File: config.mk
export PLATFORM = sky130hd
export DESIGN_NAME = gpio_irq_ctrl
export DESIGN_NICKNAME = d
export VERILOG_FILES = /design/src/rtl/gpio_ctrl_pkg.sv /design/src/rtl/gpio_regs.sv /design/src/rtl/gpio_in_filter.sv /design/src/rtl/gpio_irq_detect.sv /design/src/rtl/gpio_irq_ctrl.sv
export SDC_FILE = /design/constraint.sdc
export NUM_CORES = 1
export LEC_CHECK = 0
export ABC_AREA = 1
export CAP_MARGIN = 5
export CORE_UTILIZATION = 40
export DETAILED_ROUTE_END_ITERATION = 8
export DONT_BUFFER_PORTS = 1
export PLACE_DENSITY = 0.6
export REMOVE_ABC_BUFFERS = 1
export SETUP_SLACK_MARGIN = 0.15
export SYNTH_ARGS = -nofsm -noshare
export SYNTH_HDL_FRONTEND = slang
export SYNTH_SLANG_ARGS = --single-unit
File: constraint.sdc
create_clock -name clk -period 5.2 [get_ports clk]
set_clock_uncertainty 0.2 [all_clocks]
set_input_delay 0.52 -clock clk [delete_from_list [all_inputs] [get_ports clk]]
set_output_delay 0.52 -clock clk [all_outputs]
set_load 0.005 [all_outputs]
File: src/rtl/gpio_ctrl_pkg.sv
package gpio_ctrl_pkg;
  localparam int ADDR_W = 7;
  localparam int DATA_W = 32;

  localparam logic [ADDR_W-1:0] REG_OUTVAL  = 7'h00;
  localparam logic [ADDR_W-1:0] REG_PINS    = 7'h04;
  localparam logic [ADDR_W-1:0] REG_DIR     = 7'h08;
  localparam logic [ADDR_W-1:0] REG_SETB    = 7'h10;
  localparam logic [ADDR_W-1:0] REG_CLRB    = 7'h14;
  localparam logic [ADDR_W-1:0] REG_PULLEN  = 7'h18;
  localparam logic [ADDR_W-1:0] REG_PULLSEL = 7'h1C;
  localparam logic [ADDR_W-1:0] REG_IEN     = 7'h20;
  localparam logic [ADDR_W-1:0] REG_ISTAT   = 7'h24;
  localparam logic [ADDR_W-1:0] REG_IMASK   = 7'h2C;
  localparam logic [ADDR_W-1:0] REG_ICLR    = 7'h30;
  localparam logic [ADDR_W-1:0] REG_IKIND   = 7'h34;
  localparam logic [ADDR_W-1:0] REG_IBOTH   = 7'h38;
  localparam logic [ADDR_W-1:0] REG_IPOL    = 7'h3C;
  localparam logic [ADDR_W-1:0] REG_DBEN    = 7'h40;
  localparam logic [ADDR_W-1:0] REG_DBDIV   = 7'h44;
endpackage

File: src/rtl/gpio_regs.sv
module gpio_regs
  import gpio_ctrl_pkg::*;
#(
  parameter int NPINS   = 32,
  parameter int PRESC_W = 16
) (
  input  logic               clk,
  input  logic               rst_n,
  input  logic [ADDR_W-1:0]  addr,
  input  logic               wr,
  input  logic [DATA_W-1:0]  wdata,
  output logic [DATA_W-1:0]  rdata,
  input  logic [NPINS-1:0]   pins_q,
  input  logic [NPINS-1:0]   status,
  output logic [NPINS-1:0]   dout,
  output logic [NPINS-1:0]   dir,
  output logic [NPINS-1:0]   pull_en,
  output logic [NPINS-1:0]   pull_sel,
  output logic [NPINS-1:0]   ien,
  output logic [NPINS-1:0]   imask,
  output logic [NPINS-1:0]   ikind,
  output logic [NPINS-1:0]   iboth,
  output logic [NPINS-1:0]   ipol,
  output logic [NPINS-1:0]   db_en,
  output logic [PRESC_W-1:0] db_div,
  output logic [NPINS-1:0]   iclr
);
  logic [NPINS-1:0] wbits;
  assign wbits = wdata[NPINS-1:0];

  // Clear request is a one-cycle pulse, never stored
  assign iclr = (wr && addr == REG_ICLR) ? wbits : '0;

  always_ff @(posedge clk) begin
    if (!rst_n) begin
      dout <= '0; dir <= '0; pull_en <= '0; pull_sel <= '0;
      ien <= '0; imask <= '0; ikind <= '0; iboth <= '0; ipol <= '0;
      db_en <= '0; db_div <= '0;
    end else if (wr) begin
      case (addr)
        REG_OUTVAL:  dout     <= wbits;
        REG_SETB:    dout     <= dout | wbits;
        REG_CLRB:    dout     <= dout & ~wbits;
        REG_DIR:     dir      <= wbits;
        REG_PULLEN:  pull_en  <= wbits;
        REG_PULLSEL: pull_sel <= wbits;
        REG_IEN:     ien      <= wbits;
        REG_IMASK:   imask    <= wbits;
        REG_IKIND:   ikind    <= wbits;
        REG_IBOTH:   iboth    <= wbits;
        REG_IPOL:    ipol     <= wbits;
        REG_DBEN:    db_en    <= wbits;
        REG_DBDIV:   db_div   <= wdata[PRESC_W-1:0];
        default: ;
      endcase
    end
  end

  always_comb begin
    rdata = '0;
    case (addr)
      REG_OUTVAL:  rdata[NPINS-1:0]   = dout;
      REG_PINS:    rdata[NPINS-1:0]   = pins_q;
      REG_DIR:     rdata[NPINS-1:0]   = dir;
      REG_PULLEN:  rdata[NPINS-1:0]   = pull_en;
      REG_PULLSEL: rdata[NPINS-1:0]   = pull_sel;
      REG_IEN:     rdata[NPINS-1:0]   = ien;
      REG_ISTAT:   rdata[NPINS-1:0]   = status;
      REG_IMASK:   rdata[NPINS-1:0]   = imask;
      REG_IKIND:   rdata[NPINS-1:0]   = ikind;
      REG_IBOTH:   rdata[NPINS-1:0]   = iboth;
      REG_IPOL:    rdata[NPINS-1:0]   = ipol;
      REG_DBEN:    rdata[NPINS-1:0]   = db_en;
      REG_DBDIV:   rdata[PRESC_W-1:0] = db_div;
      default:     rdata = '0;
    endcase
  end


  set_alias_chk: assert property (@(posedge clk) disable iff (!rst_n)
    (wr && addr == REG_SETB) |=> ((dout & $past(wbits)) == $past(wbits)));


  clr_alias_chk: assert property (@(posedge clk) disable iff (!rst_n)
    (wr && addr == REG_CLRB) |=> ((dout & $past(wbits)) == '0));
endmodule

File: src/rtl/gpio_in_filter.sv
module gpio_in_filter #(
  parameter int NPINS       = 32,
  parameter int PRESC_W     = 16,
  parameter int DB_TICKS    = 3,
  parameter int SYNC_STAGES = 2
) (
  input  logic               clk,
  input  logic               rst_n,
  input  logic [NPINS-1:0]   pin_in,
  input  logic [NPINS-1:0]   db_en,
  input  logic [PRESC_W-1:0] db_div,
  output logic [NPINS-1:0]   filt
);
  localparam int CNT_W = $clog2(DB_TICKS + 1);

  logic [NPINS-1:0] sync_q [SYNC_STAGES];
  logic [NPINS-1:0] synced;
  logic [PRESC_W-1:0] pre_cnt;
  logic tick;
  logic [NPINS-1:0] held;

  always_ff @(posedge clk) begin
    if (!rst_n) sync_q[0] <= '0;
    else        sync_q[0] <= pin_in;
  end

  for (genvar s = 1; s < SYNC_STAGES; s++) begin : g_sync
    always_ff @(posedge clk) begin
      if (!rst_n) sync_q[s] <= '0;
      else        sync_q[s] <= sync_q[s-1];
    end
  end

  assign synced = sync_q[SYNC_STAGES-1];

  // Shared prescaler: a tick every db_div+1 cycles
  assign tick = (pre_cnt == '0);
  always_ff @(posedge clk) begin
    if (!rst_n)    pre_cnt <= '0;
    else if (tick) pre_cnt <= db_div;
    else           pre_cnt <= pre_cnt - 1'b1;
  end

  for (genvar p = 0; p < NPINS; p++) begin : g_pin
    logic [CNT_W-1:0] cnt;
    always_ff @(posedge clk) begin
      if (!rst_n) begin
        held[p] <= 1'b0;
        cnt     <= '0;
      end else if (!db_en[p]) begin
        held[p] <= synced[p];
        cnt     <= '0;
      end else if (synced[p] == held[p]) begin
        cnt <= '0;
      end else if (tick) begin
        if (cnt == CNT_W'(DB_TICKS - 1)) begin
          held[p] <= synced[p];
          cnt     <= '0;
        end else begin
          cnt <= cnt + 1'b1;
        end
      end
    end
    assign filt[p] = db_en[p] ? held[p] : synced[p];
  end


  db_hold_chk: assert property (@(posedge clk) disable iff (!rst_n)
    !tick |=> (((held ^ $past(held)) & $past(db_en)) == '0));
endmodule

File: src/rtl/gpio_irq_detect.sv
module gpio_irq_detect #(
  parameter int NPINS = 32
) (
  input  logic             clk,
  input  logic             rst_n,
  input  logic [NPINS-1:0] filt,
  input  logic [NPINS-1:0] ien,
  input  logic [NPINS-1:0] ikind,
  input  logic [NPINS-1:0] iboth,
  input  logic [NPINS-1:0] ipol,
  input  logic [NPINS-1:0] iclr,
  output logic [NPINS-1:0] status
);
  logic [NPINS-1:0] prev;
  logic [NPINS-1:0] st_next;

  always_ff @(posedge clk) begin
    if (!rst_n) prev <= '0;
    else        prev <= filt;
  end

  for (genvar p = 0; p < NPINS; p++) begin : g_det
    logic rise, fall, hit, active;
    assign rise   = filt[p] & ~prev[p];
    assign fall   = ~filt[p] & prev[p];
    assign hit    = iboth[p] ? (rise | fall) : (ipol[p] ? fall : rise);
    assign active = filt[p] ^ ipol[p];
    always_comb begin
      if (ikind[p]) st_next[p] = ien[p] & active;
      else          st_next[p] = (status[p] & ~iclr[p]) | (ien[p] & hit);
    end
  end

  always_ff @(posedge clk) begin
    if (!rst_n) status <= '0;
    else        status <= st_next;
  end


  edge_latch_chk: assert property (@(posedge clk) disable iff (!rst_n)
    1'b1 |=> (($past(status & ~ikind & ~iclr) & status) == $past(status & ~ikind & ~iclr)));


  gate_chk: assert property (@(posedge clk) disable iff (!rst_n)
    1'b1 |=> (($past(~ien & ~status) & status) == '0));
endmodule

File: src/rtl/gpio_irq_ctrl.sv
module gpio_irq_ctrl
  import gpio_ctrl_pkg::*;
#(
  parameter int NPINS       = 32,
  parameter int PRESC_W     = 16,
  parameter int DB_TICKS    = 3,
  parameter int SYNC_STAGES = 2
) (
  input  logic              clk,
  input  logic              rst_n,
  input  logic [ADDR_W-1:0] bus_addr,
  input  logic              bus_wr,
  input  logic [DATA_W-1:0] bus_wdata,
  output logic [DATA_W-1:0] bus_rdata,
  input  logic [NPINS-1:0]  pin_in,
  output logic [NPINS-1:0]  pin_out,
  output logic [NPINS-1:0]  pin_oe,
  output logic [NPINS-1:0]  pull_en,
  output logic [NPINS-1:0]  pull_sel,
  output logic              irq
);
  logic [NPINS-1:0] filt, status, ien, imask, ikind, iboth, ipol, db_en, iclr;
  logic [PRESC_W-1:0] db_div;

  gpio_regs #(.NPINS(NPINS), .PRESC_W(PRESC_W)) u_regs (
    .clk(clk), .rst_n(rst_n), .addr(bus_addr), .wr(bus_wr), .wdata(bus_wdata),
    .rdata(bus_rdata), .pins_q(filt), .status(status), .dout(pin_out),
    .dir(pin_oe), .pull_en(pull_en), .pull_sel(pull_sel), .ien(ien),
    .imask(imask), .ikind(ikind), .iboth(iboth), .ipol(ipol), .db_en(db_en),
    .db_div(db_div), .iclr(iclr)
  );

  gpio_in_filter #(.NPINS(NPINS), .PRESC_W(PRESC_W), .DB_TICKS(DB_TICKS),
                   .SYNC_STAGES(SYNC_STAGES)) u_filt (
    .clk(clk), .rst_n(rst_n), .pin_in(pin_in), .db_en(db_en),
    .db_div(db_div), .filt(filt)
  );

  gpio_irq_detect #(.NPINS(NPINS)) u_det (
    .clk(clk), .rst_n(rst_n), .filt(filt), .ien(ien), .ikind(ikind),
    .iboth(iboth), .ipol(ipol), .iclr(iclr), .status(status)
  );

  assign irq = |(status & ien & ~imask);


  irq_src_chk: assert property (@(posedge clk) disable iff (!rst_n)
    irq |-> (status != '0));
endmodule

Word level (Yosys, flattened, before mapping)
Memories as Yosys holds them, arrays and structs flattened. Cells that the tools add are included.

$add $sub $neg: 33. Eq/ne operators: 175. Mux-type cells: 297. Bitwise gates (word level): 393. Reduce and logical (&&, ||, !) cells: 80.

Operators with widths (count): 1-bit 2-to-1 mux (258); 16-bit one-hot mux with 13 select lines (1); 16-bit one-hot mux with 12 select lines (1); 1-bit AND (160); 1-bit NOT (129); 2-bit by 1-bit inequality test with 1-bit output (second input constant) (64); 32-bit AND (3); 32-bit 2-to-1 mux (3); 32-bit one-hot mux with 3 select lines (1); 3-bit AND reduction (32); 3-bit OR reduction (32); 1-bit bitwise OR (66); 2-bit by 1-bit adder with 2-bit output (second input constant) (32); 2-bit == test (second input constant) (32); 2-bit 2-to-1 mux (32); 2-bit inequality test (second input constant) (32); 32-bit NOT (2); 7-bit by 6-bit == test with 1-bit output (second input constant) (7); 1-bit == test (32); 32-bit bitwise OR (1); 32-bit OR reduction (1); 1-bit XOR (32); 7-bit by 5-bit == test with 1-bit output (second input constant) (4); 2-bit AND reduction (11); 9 further kinds (10).

Register bits after elaboration: 512. RAM bits: 64. Bits of input ports: 74. Output and inout port bits: 161. Word-level logic and storage cells: 1057. Memories kept: 1.

Memory list: u_filt.sync_q (words 2, bits a word 32, read ports 2, clocked after memory_dff 0, write ports 2, line gpio_in_filter.sv:16) `logic [NPINS-1:0] sync_q [SYNC_STAGES];`.

Longest topological paths before layout
Gate-level depths: netlist of run 1.

Word-level depth: 8. Gate-level depth with buffers: 12. Gate-level depth less buffers: 12.

Hierarchy
From an unflattened synthesis of run 1, not the netlist that was laid out.

Cell total of the unflattened synthesis: 4643. Area, all modules: 29645.9 sq um.

Modules (own cells, without submodules): gpio_regs (times used 1, cells an instance 2454, area an instance 16101.7 sq um, sequential area each 6726.5 sq um); gpio_in_filter (times used 1, cells an instance 1238, area an instance 7983.9 sq um, sequential area each 3523.4 sq um); gpio_irq_detect (times used 1, cells an instance 871, area an instance 5152.4 sq um, sequential area each 1281.2 sq um); gpio_irq_ctrl (times used 1, cells an instance 80, area an instance 407.9 sq um, sequential area each 0.0 sq um).

Worst setup path before layout of run 1
Ideal clock, no wire load.

Path type: input port to output port. Start: in bus_addr[1]. End: out bus_rdata[11]. Arrival time: 1579 ps. Required time: 4480 ps. Setup slack: 2901 ps. Stages on the path: 10. Path buffers: 1. Cell sequence: nor2_2 -> nand3_1 -> nor2_2 -> buf_2 -> nand2_1 -> nand2_1 -> nor2_1 -> nand2_1 -> inv_1 -> nand2_1.

Longest elaborated chain between the ends: 2. Elaborated cells on any way between the ends: 14. Classes of those cells: eq/ne (12); mux (1); reduce/logical (1).

Ends and longest elaborated chain: from (decl) (line gpio_irq_ctrl.sv:11) `input logic [ADDR_W-1:0] bus_addr,`; 7-bit == test, or another cell as far along (line gpio_regs.sv:61) `case (addr)`; 16-bit one-hot mux with 13 select lines (*) (line gpio_regs.sv:61); to (decl) (line gpio_irq_ctrl.sv:14) `output logic [DATA_W-1:0] bus_rdata,`.

Every way passes the cells marked *; elsewhere a longest branch is shown, timed or not.

Worst setup path in the final report of run 1
Start: in bus_addr[1]. End: out bus_rdata[21].

Longest elaborated chain between the ends: 2. Elaborated cells on any way between the ends: 13. Classes of those cells: eq/ne (11); mux (1); reduce/logical (1).

Ends and longest elaborated chain (line): 7-bit == test, or another cell as far along (gpio_regs.sv:61); 16-bit one-hot mux with 12 select lines (*) (gpio_regs.sv:61).

Marks and branches as above.

==> key figures, run 1 <==
Status
  • Status: completed

Clock tree
  • Clock-pin slew on the worst setup and hold paths: 60 ps
  • Post CTS Setup Buffer Count: 0
  • CTS Buf Count: 67
  • Clock buffer depth: 3
  • Clock sink count: 576
  • CTS tree: yes
  • Clock latency on the worst-skew pair: 610 ps
  • H-tree depth: 3
  • Root Buffer: clkbuf_16

Final layout
  • Leading cell type in the layout, fill and taps excluded: nand2_1
  • Layout cells sized above 1: 5.01%
  • Post-layout util: 45.8%
  • Fin nets: 4484
  • Commonest non-fill, non-tap cells in the layout: 1113 x nand2_1, 576 x dfxtp_1, 519 x inv_1
  • # fillers: 7380
  • Area used by multi-input combinational logic: 0.0145 mm²
  • Design area: 0.0327 mm²
  • Area grow syn2layout: 13.1%
  • Reg area: 0.0115 mm²

Logic synthesis
  • Area leader, netlist: dfxtp_1
  • Post-Synth XOR/XNOR Area: 0.242%
  • Syn_area_per_cell: 6.60 µm²
  • Syn Inst Count: 4387
  • Post-Syn Area: 0.0289 mm²
  • Synth Area in Adders: 2.85%
  • Yosys top cell area share: 39.9%
  • Netlist cell types: 30
  • Synth Register Bits: 576
  • Post-Synth Simple-Gate Area: 30.0%
  • Mux contribution to synthesized area: 0%
  • Largest family of logic cells by synthesized area: simple AND/OR/NAND/NOR gates
  • Fraction of the mapped netlist area in compound gates: 16.4%
  • Yosys warning total: 0
  • Synth top area cells: dfxtp_1 40%, nand2_1 15%, a21oi_1 7.9%
  • Post-synthesis sequential area ratio: 39.9%

Pwr
  • Int Power: 0.00763 W
  • Reg power frac: 42.0%
  • Clock Power Share: 44.0%
  • PwrDens: 331 mW/mm²
  • P_sw: 0.00321 W
  • Peak VDD IR: 0.000506 V
  • Sw Share: 29.6%
  • Comb pwr share: 13.9%
  • Total power: 0.0108 W
  • Leak Pwr: 13.0 nW

Hold path
  • Hold Path Class: primary input to flip-flop

Floorplan
  • Initial cell density of the core: 40.5%
  • Die area: 0.0734 mm²
  • Die width: 271 µm
  • Core area: 0.0715 mm²
  • Die Ht: 271 µm
  • Row count: 98
  • Ports: 235

Global routing
  • First-pass GRT wire length: 159000 µm
  • Vias in the first global route: 26300
  • GRT Residual Overflow: 0
  • Antenna violations before repair: 3
  • Largest net degree at the start of global routing: 163
  • GRT Total Usage: 28.0%

Routing
  • Final WL: 105000 µm
  • DR vias: 28800
  • DRT iter0 DRCs: 2591
  • Total iterations of the first detailed-routing run: 6
  • Post-DRT Antenna Nets: 0
  • DR WL/cell: 19.7 µm
  • Via density: 5.38
  • DRC Markers: 0

Setup path
  • CP arrival: 3070 ps
  • CP Class: primary input to output port
  • CP max FO: 18
  • Startpoint Class: primary input
  • CP Data Required Time: 4480 ps
  • CP Capture Type: output port

Job
  • Max Cap Viol: 0

Placed design
  • Buffers added on ports: 0
  • Routability cong.: 0.903
  • Final HPWL DP: 61600 µm
  • Placed Area: 0.0294 mm²

Timing
  • Final setup vio count: 0
  • Final Cycle Share: 72.8%
  • Post-layout minimum cycle time: 3790 ps
  • Max Slew Vio Count: 0
  • Final hold vios: 0
  • Relative slew margins: 16.9%
  • Worst slew pin tran: 1240 ps
  • RSZ-0062 raised after global routing: no
  • Fmax: 264 MHz
==> power groups by stage <==
stage / Combinational (W) / Sequential [W] / Clock, W
floorplan: 0.000776 / 0.00464 / 0
global placement: 0.00130 / 0.00466 / 0
detailed placement: 0.00131 / 0.00465 / 0
CTS: 0.00148 / 0.00456 / 0.00485
global route: 0.00162 / 0.00457 / 0.00502
finish: 0.00151 / 0.00456 / 0.00477
==> logic make-up (layout without fill, tap and decap cells) <==
| family | after synthesis | count (layout) |
|---|---|---|
| compound gates | 895 | 895 |
| xor+xnor | 8 | 8 |
| fa+ha+maj | 66 | 66 |
| buf+inv | 777 | 783 |
| flops | 576 | 576 |
| other cells | 0 | 1 |
| simple gates | 2065 | 2065 |
==> synth_stat cells <==
| cell type | instances |
|---|---|
| xor2_1 | 6 |
| o22ai_1 | 2 |
| nand3_1 | 420 |
| a211oi_1 | 4 |
| xnor2_1 | 2 |
| a211oi_2 | 28 |
| o31ai_1 | 20 |
| nor2_1 | 374 |
| dfxtp_1 | 576 |
| nor2b_1 | 1 |
| a31oi_1 | 2 |
| buf_4 | 8 |
| o21ai_1 | 14 |
| nand2_2 | 3 |
| nor2_2 | 10 |
| nand3_2 | 5 |
| buf_2 | 99 |
| nor3_4 | 1 |
| buf_1 | 4 |
| clkbuf_1 | 137 |
| inv_1 | 519 |
| nand2_1 | 1120 |
| ha_1 | 66 |
| a21oi_2 | 1 |
| nor2_4 | 5 |
| nand4_1 | 102 |
| inv_2 | 10 |
| a21oi_1 | 459 |
| o21ai_0 | 365 |
| nor3_1 | 24 |
==> metal layers <==
metal,routed length [µm],vias to the layer above,track usage [%]
li1,-,14100,-
met1,45100,13400,36.5
met2,46700,1127,44.9
met3,10300,191,6.84
met4,3090,2,9.17
met5,13,-,0
==> worst max-delay path, cell delays in order <==
cell,delay [ps]
inv_1,40
nand2_2,180
nor2_4,610
nand2_1,930
o21ai_0,550
nor2_1,80
nand3_1,140
==> final timing paths <==
check / to / slack, ps / depth (start not counted) / start
worst min register to register: u_filt.sync_q[1][21]$_SDFF_PN0_ / 210 / 2 / u_filt.sync_q[0][21]$_SDFF_PN0_
worst max-delay path: bus_rdata[21] / 1410 / 7 / bus_addr[1]
worst min-delay path: u_regs.dout[31]$_SDFFE_PN0P_ / 20 / 5 / bus_wdata[31]
worst max register to register: u_filt.pre_cnt[4]$_SDFF_PN0_ / 2020 / 8 / u_filt.pre_cnt[11]$_SDFF_PN0_
==> per-stage QoR <==
stage          TNS [ps]  hold slack, ps  setup slack, ps  std cells
2_1_floorplan    -87400             190            -1370       4139
3_3_place_gp          0             194             1420       5120
3_5_place_dp          0             195             1330       5120
4_1_cts               0            1.37             1490       5343
5_1_grt               0            56.1             1330       5344
6_report              0            22.3             1410       5344
==> final cells by class <==
cell class                 instances  share of cell area (%)
antenna                            1                 0.00764
clock buffer                      95                    6.00
clock inverter                    23                   0.700
inverter                         529                    6.09
multi-input combinational       3034                    44.2
sequential                       576                    35.2
tap                              950                    3.63
timing repair buffer             136                    4.17
==> sequential cells by signal (all words and copies together), names as in the netlist, 32 cells and up <==
signal and flops:
u_filt.g_pin.cnt 64, u_filt.sync_q 64, u_det.prev 32, u_det.status 32, u_filt.held 32, u_regs.db_en 32, u_regs.dir 32, u_regs.dout 32
u_regs.iboth 32, u_regs.ien 32, u_regs.ikind 32, u_regs.imask 32, u_regs.ipol 32, u_regs.pull_en 32, u_regs.pull_sel 32
==> what timing repair did <==
action	CTS	global route
hold buffers	105	0
resized for setup	0	0
endpoints found under the hold margin	424	0
Power figures use the tool's default switching activity.
==> inputs of run 2 (changes only) <==
Settings changed: PLACE_DENSITY 0.6 to 0.62.
Clock period 5.2 ns to 3.39 ns, I/O delays scaled along.
==> run 2 against run 1 <==
  * Highest routed layer unchanged
  * Non-clock buffer count is 190 higher
  * Critical path depth increased by 1
  * Hold slack better by 19 ps
  * First-iteration DRC count increased by 3.5%
  * Sequential power increased by 54%
  * Combinational power increased by 54%
  * Critical path type unchanged
  * Design area is 5.8% higher
  * Global-route usage up 0.43 points
  * Sequential share of layout area down 1.9 points
==> key figures, run 2 (synthesis gave the netlist of run 1 again) <==
Status
  • Status: completed

Floorplan
  • Ports: 235
  • Initial cell density of the core: 40.5%
  • Die area: 0.0734 mm²
  • Row count: 98
  • Die width: 271 µm
  • Die Ht: 271 µm
  • Core area: 0.0715 mm²

Setup path
  • Max stage delay on crit path: 850 ps
  • CP Class: primary input to output port
  • Startpoint Class: primary input
  • CP max FO: 6
  • CP Cell Sequence: dlygate4sd3_1 -> inv_2 -> nand3_1 -> nor2_1 -> nand2_1 -> o21ai_0 -> nor2_1 -> nand3_1
  • Worst path depth: 8
  • CP Capture Type: output port
  • CP Data Required Time: 2850 ps
  • CP arrival: 2630 ps
  • Critical path buffers and inverters: 2
  • R2r worst-path depth: 9
  • Worst path slowest cell: nor2_1
  • Largest delay contributor family on the critical path: simple AND/OR/NAND/NOR gates

Routing
  • Post-DRT Antenna Nets: 0
  • DR vias: 29800
  • DRC Markers: 0
  • Final WL: 107000 µm
  • DRT iter0 DRCs: 2682
  • DR WL/cell: 19.3 µm
  • Total iterations of the first detailed-routing run: 6
  • Via density: 5.38

Clock tree
  • Clock sink count: 576
  • H-tree depth: 3
  • Clock-pin slew on the worst setup and hold paths: 60 ps
  • Root Buffer: clkbuf_16
  • Clock buffer depth: 3
  • Clock latency on the worst-skew pair: 620 ps
  • CTS Buf Count: 69
  • CTS tree: yes

Global routing
  • Antenna violations before repair: 2
  • GRT Residual Overflow: 0
  • Vias in the first global route: 27100
  • GRT Total Usage: 28.4%
  • First-pass GRT wire length: 162000 µm
  • Largest net degree at the start of global routing: 187

Timing
  • Worst slew pin tran: 1080 ps
  • Final Cycle Share: 93.4%
  • RSZ-0062 raised after global routing: no
  • Relative slew margins: 28.1%
  • Fmax: 316 MHz
  • Final setup vio count: 0
  • Final hold vios: 0
  • Post-layout minimum cycle time: 3170 ps
  • Max Slew Vio Count: 0
  • Setup WS post-layout: 224 ps

Placed design
  • Cells after DPL: 5152
  • Buffers added on ports: 0
  • Final HPWL DP: 64400 µm
  • Dpl ws: 587 ps
  • Placed Area: 0.0298 mm²
  • Routability cong.: 0.956

Pwr
  • Total power: 0.0166 W
  • Leak Pwr: 13.7 nW
  • PwrDens: 480 mW/mm²
  • Peak VDD IR: 0.000353 V

Final layout
  • Design area: 0.0346 mm²
  • Layout cells sized above 1: 5.45%
  • Leading cell type in the layout, fill and taps excluded: nand2_1
  • Commonest non-fill, non-tap cells in the layout: 1112 x nand2_1, 576 x dfxtp_1, 519 x inv_1
  • Reg area: 0.0115 mm²
  • Biggest regs: u_filt.g_pin.cnt x64, u_filt.sync_q x64
  • Non-Filler Instances: 5536
  • # fillers: 7163
  • Area grow syn2layout: 19.7%
  • Fin nets: 4676
  • Area used by multi-input combinational logic: 0.0145 mm²

Job
  • Max Cap Viol: 0

Hold path
  • Hold Path Depth: 3
  • Hold Path Class: primary input to flip-flop
-- run 2: cell types whose count changed in the layout (fill, tap and decap cells not counted), moves of 2 or more --
cell / before / now
clkinv_8: 2 / 0
buf_4: 30 / 54
inv_6: 3 / 5
clkbuf_8: 14 / 10
clkbuf_16: 69 / 71
buf_12: 1 / 9
clkbuf_1: 12 / 17
dlygate4sd3_1: 101 / 259
-- run 2: path summary, 6_finish.rpt --
kind | slack, ps | from | end
worst max-delay path | 220 | bus_addr[2] | bus_rdata[31]
worst min-delay path | 40 | bus_wr | u_regs.dir[16]$_SDFFE_PN0P_
worst max register to register | 480 | u_filt.pre_cnt[11]$_SDFF_PN0_ | u_filt.held[21]$_SDFFE_PN0P_
worst min register to register | 210 | u_filt.sync_q[0][24]$_SDFF_PN0_ | u_filt.sync_q[1][24]$_SDFF_PN0_
-- run 2: layout make-up --
cell class | instances | area share, %
repair buffers | 326 | 9.49
clock buffers | 98 | 5.71
multi-input cells | 3034 | 41.8
clock inverters | 22 | 0.549
flip-flops and latches | 576 | 33.3
diodes | 1 | 0.00722
inverters | 529 | 5.75
well taps | 950 | 3.43
-- run 2: where the power goes --
| part | internal (W) | switching, W |
|---|---|---|
| registers | 0.00690 | 0.0000993 |
| logic | 0.000660 | 0.00166 |
| clock network | 0.00422 | 0.00306 |
-- run 2: per-stage QoR --
stage	hold slack [ps]	setup TNS, ps	utilization, %
2_1_floorplan	190	-271980	-
3_3_place_gp	195	0	41.6
3_5_place_dp	202	0	41.6
4_1_cts	22.4	0	48.4
5_1_grt	45.4	0	48.5
6_report	41.2	0	48.5
-- run 2: timing repair --
action | in CTS | in global routing
hold endpoints to repair | 561 | 0
resized for setup | 0 | 1
buffers inserted | 0 | 0
hold buffers | 263 | 0
endpoints found under the setup margin | 0 | 1
-- run 2: layer usage --
metal / track usage, % / part of all wire [%] / wire length, µm / up-vias
met1: 37.7 / 43 / 45800 / 13900
met2: 45.0 / 44 / 47500 / 1227
met3: 6.69 / 9.5 / 10100 / 213
met5: 0 / 0.012 / 13 / -
met4: 9.53 / 3.2 / 3440 / 2
li1: - / - / - / 14500
-- run 2: worst min-delay path, delay by kind of cell --
kind            cells  cell delay [ps]
buf+inv             1              250
compound gates      1               60
simple gates        1              160
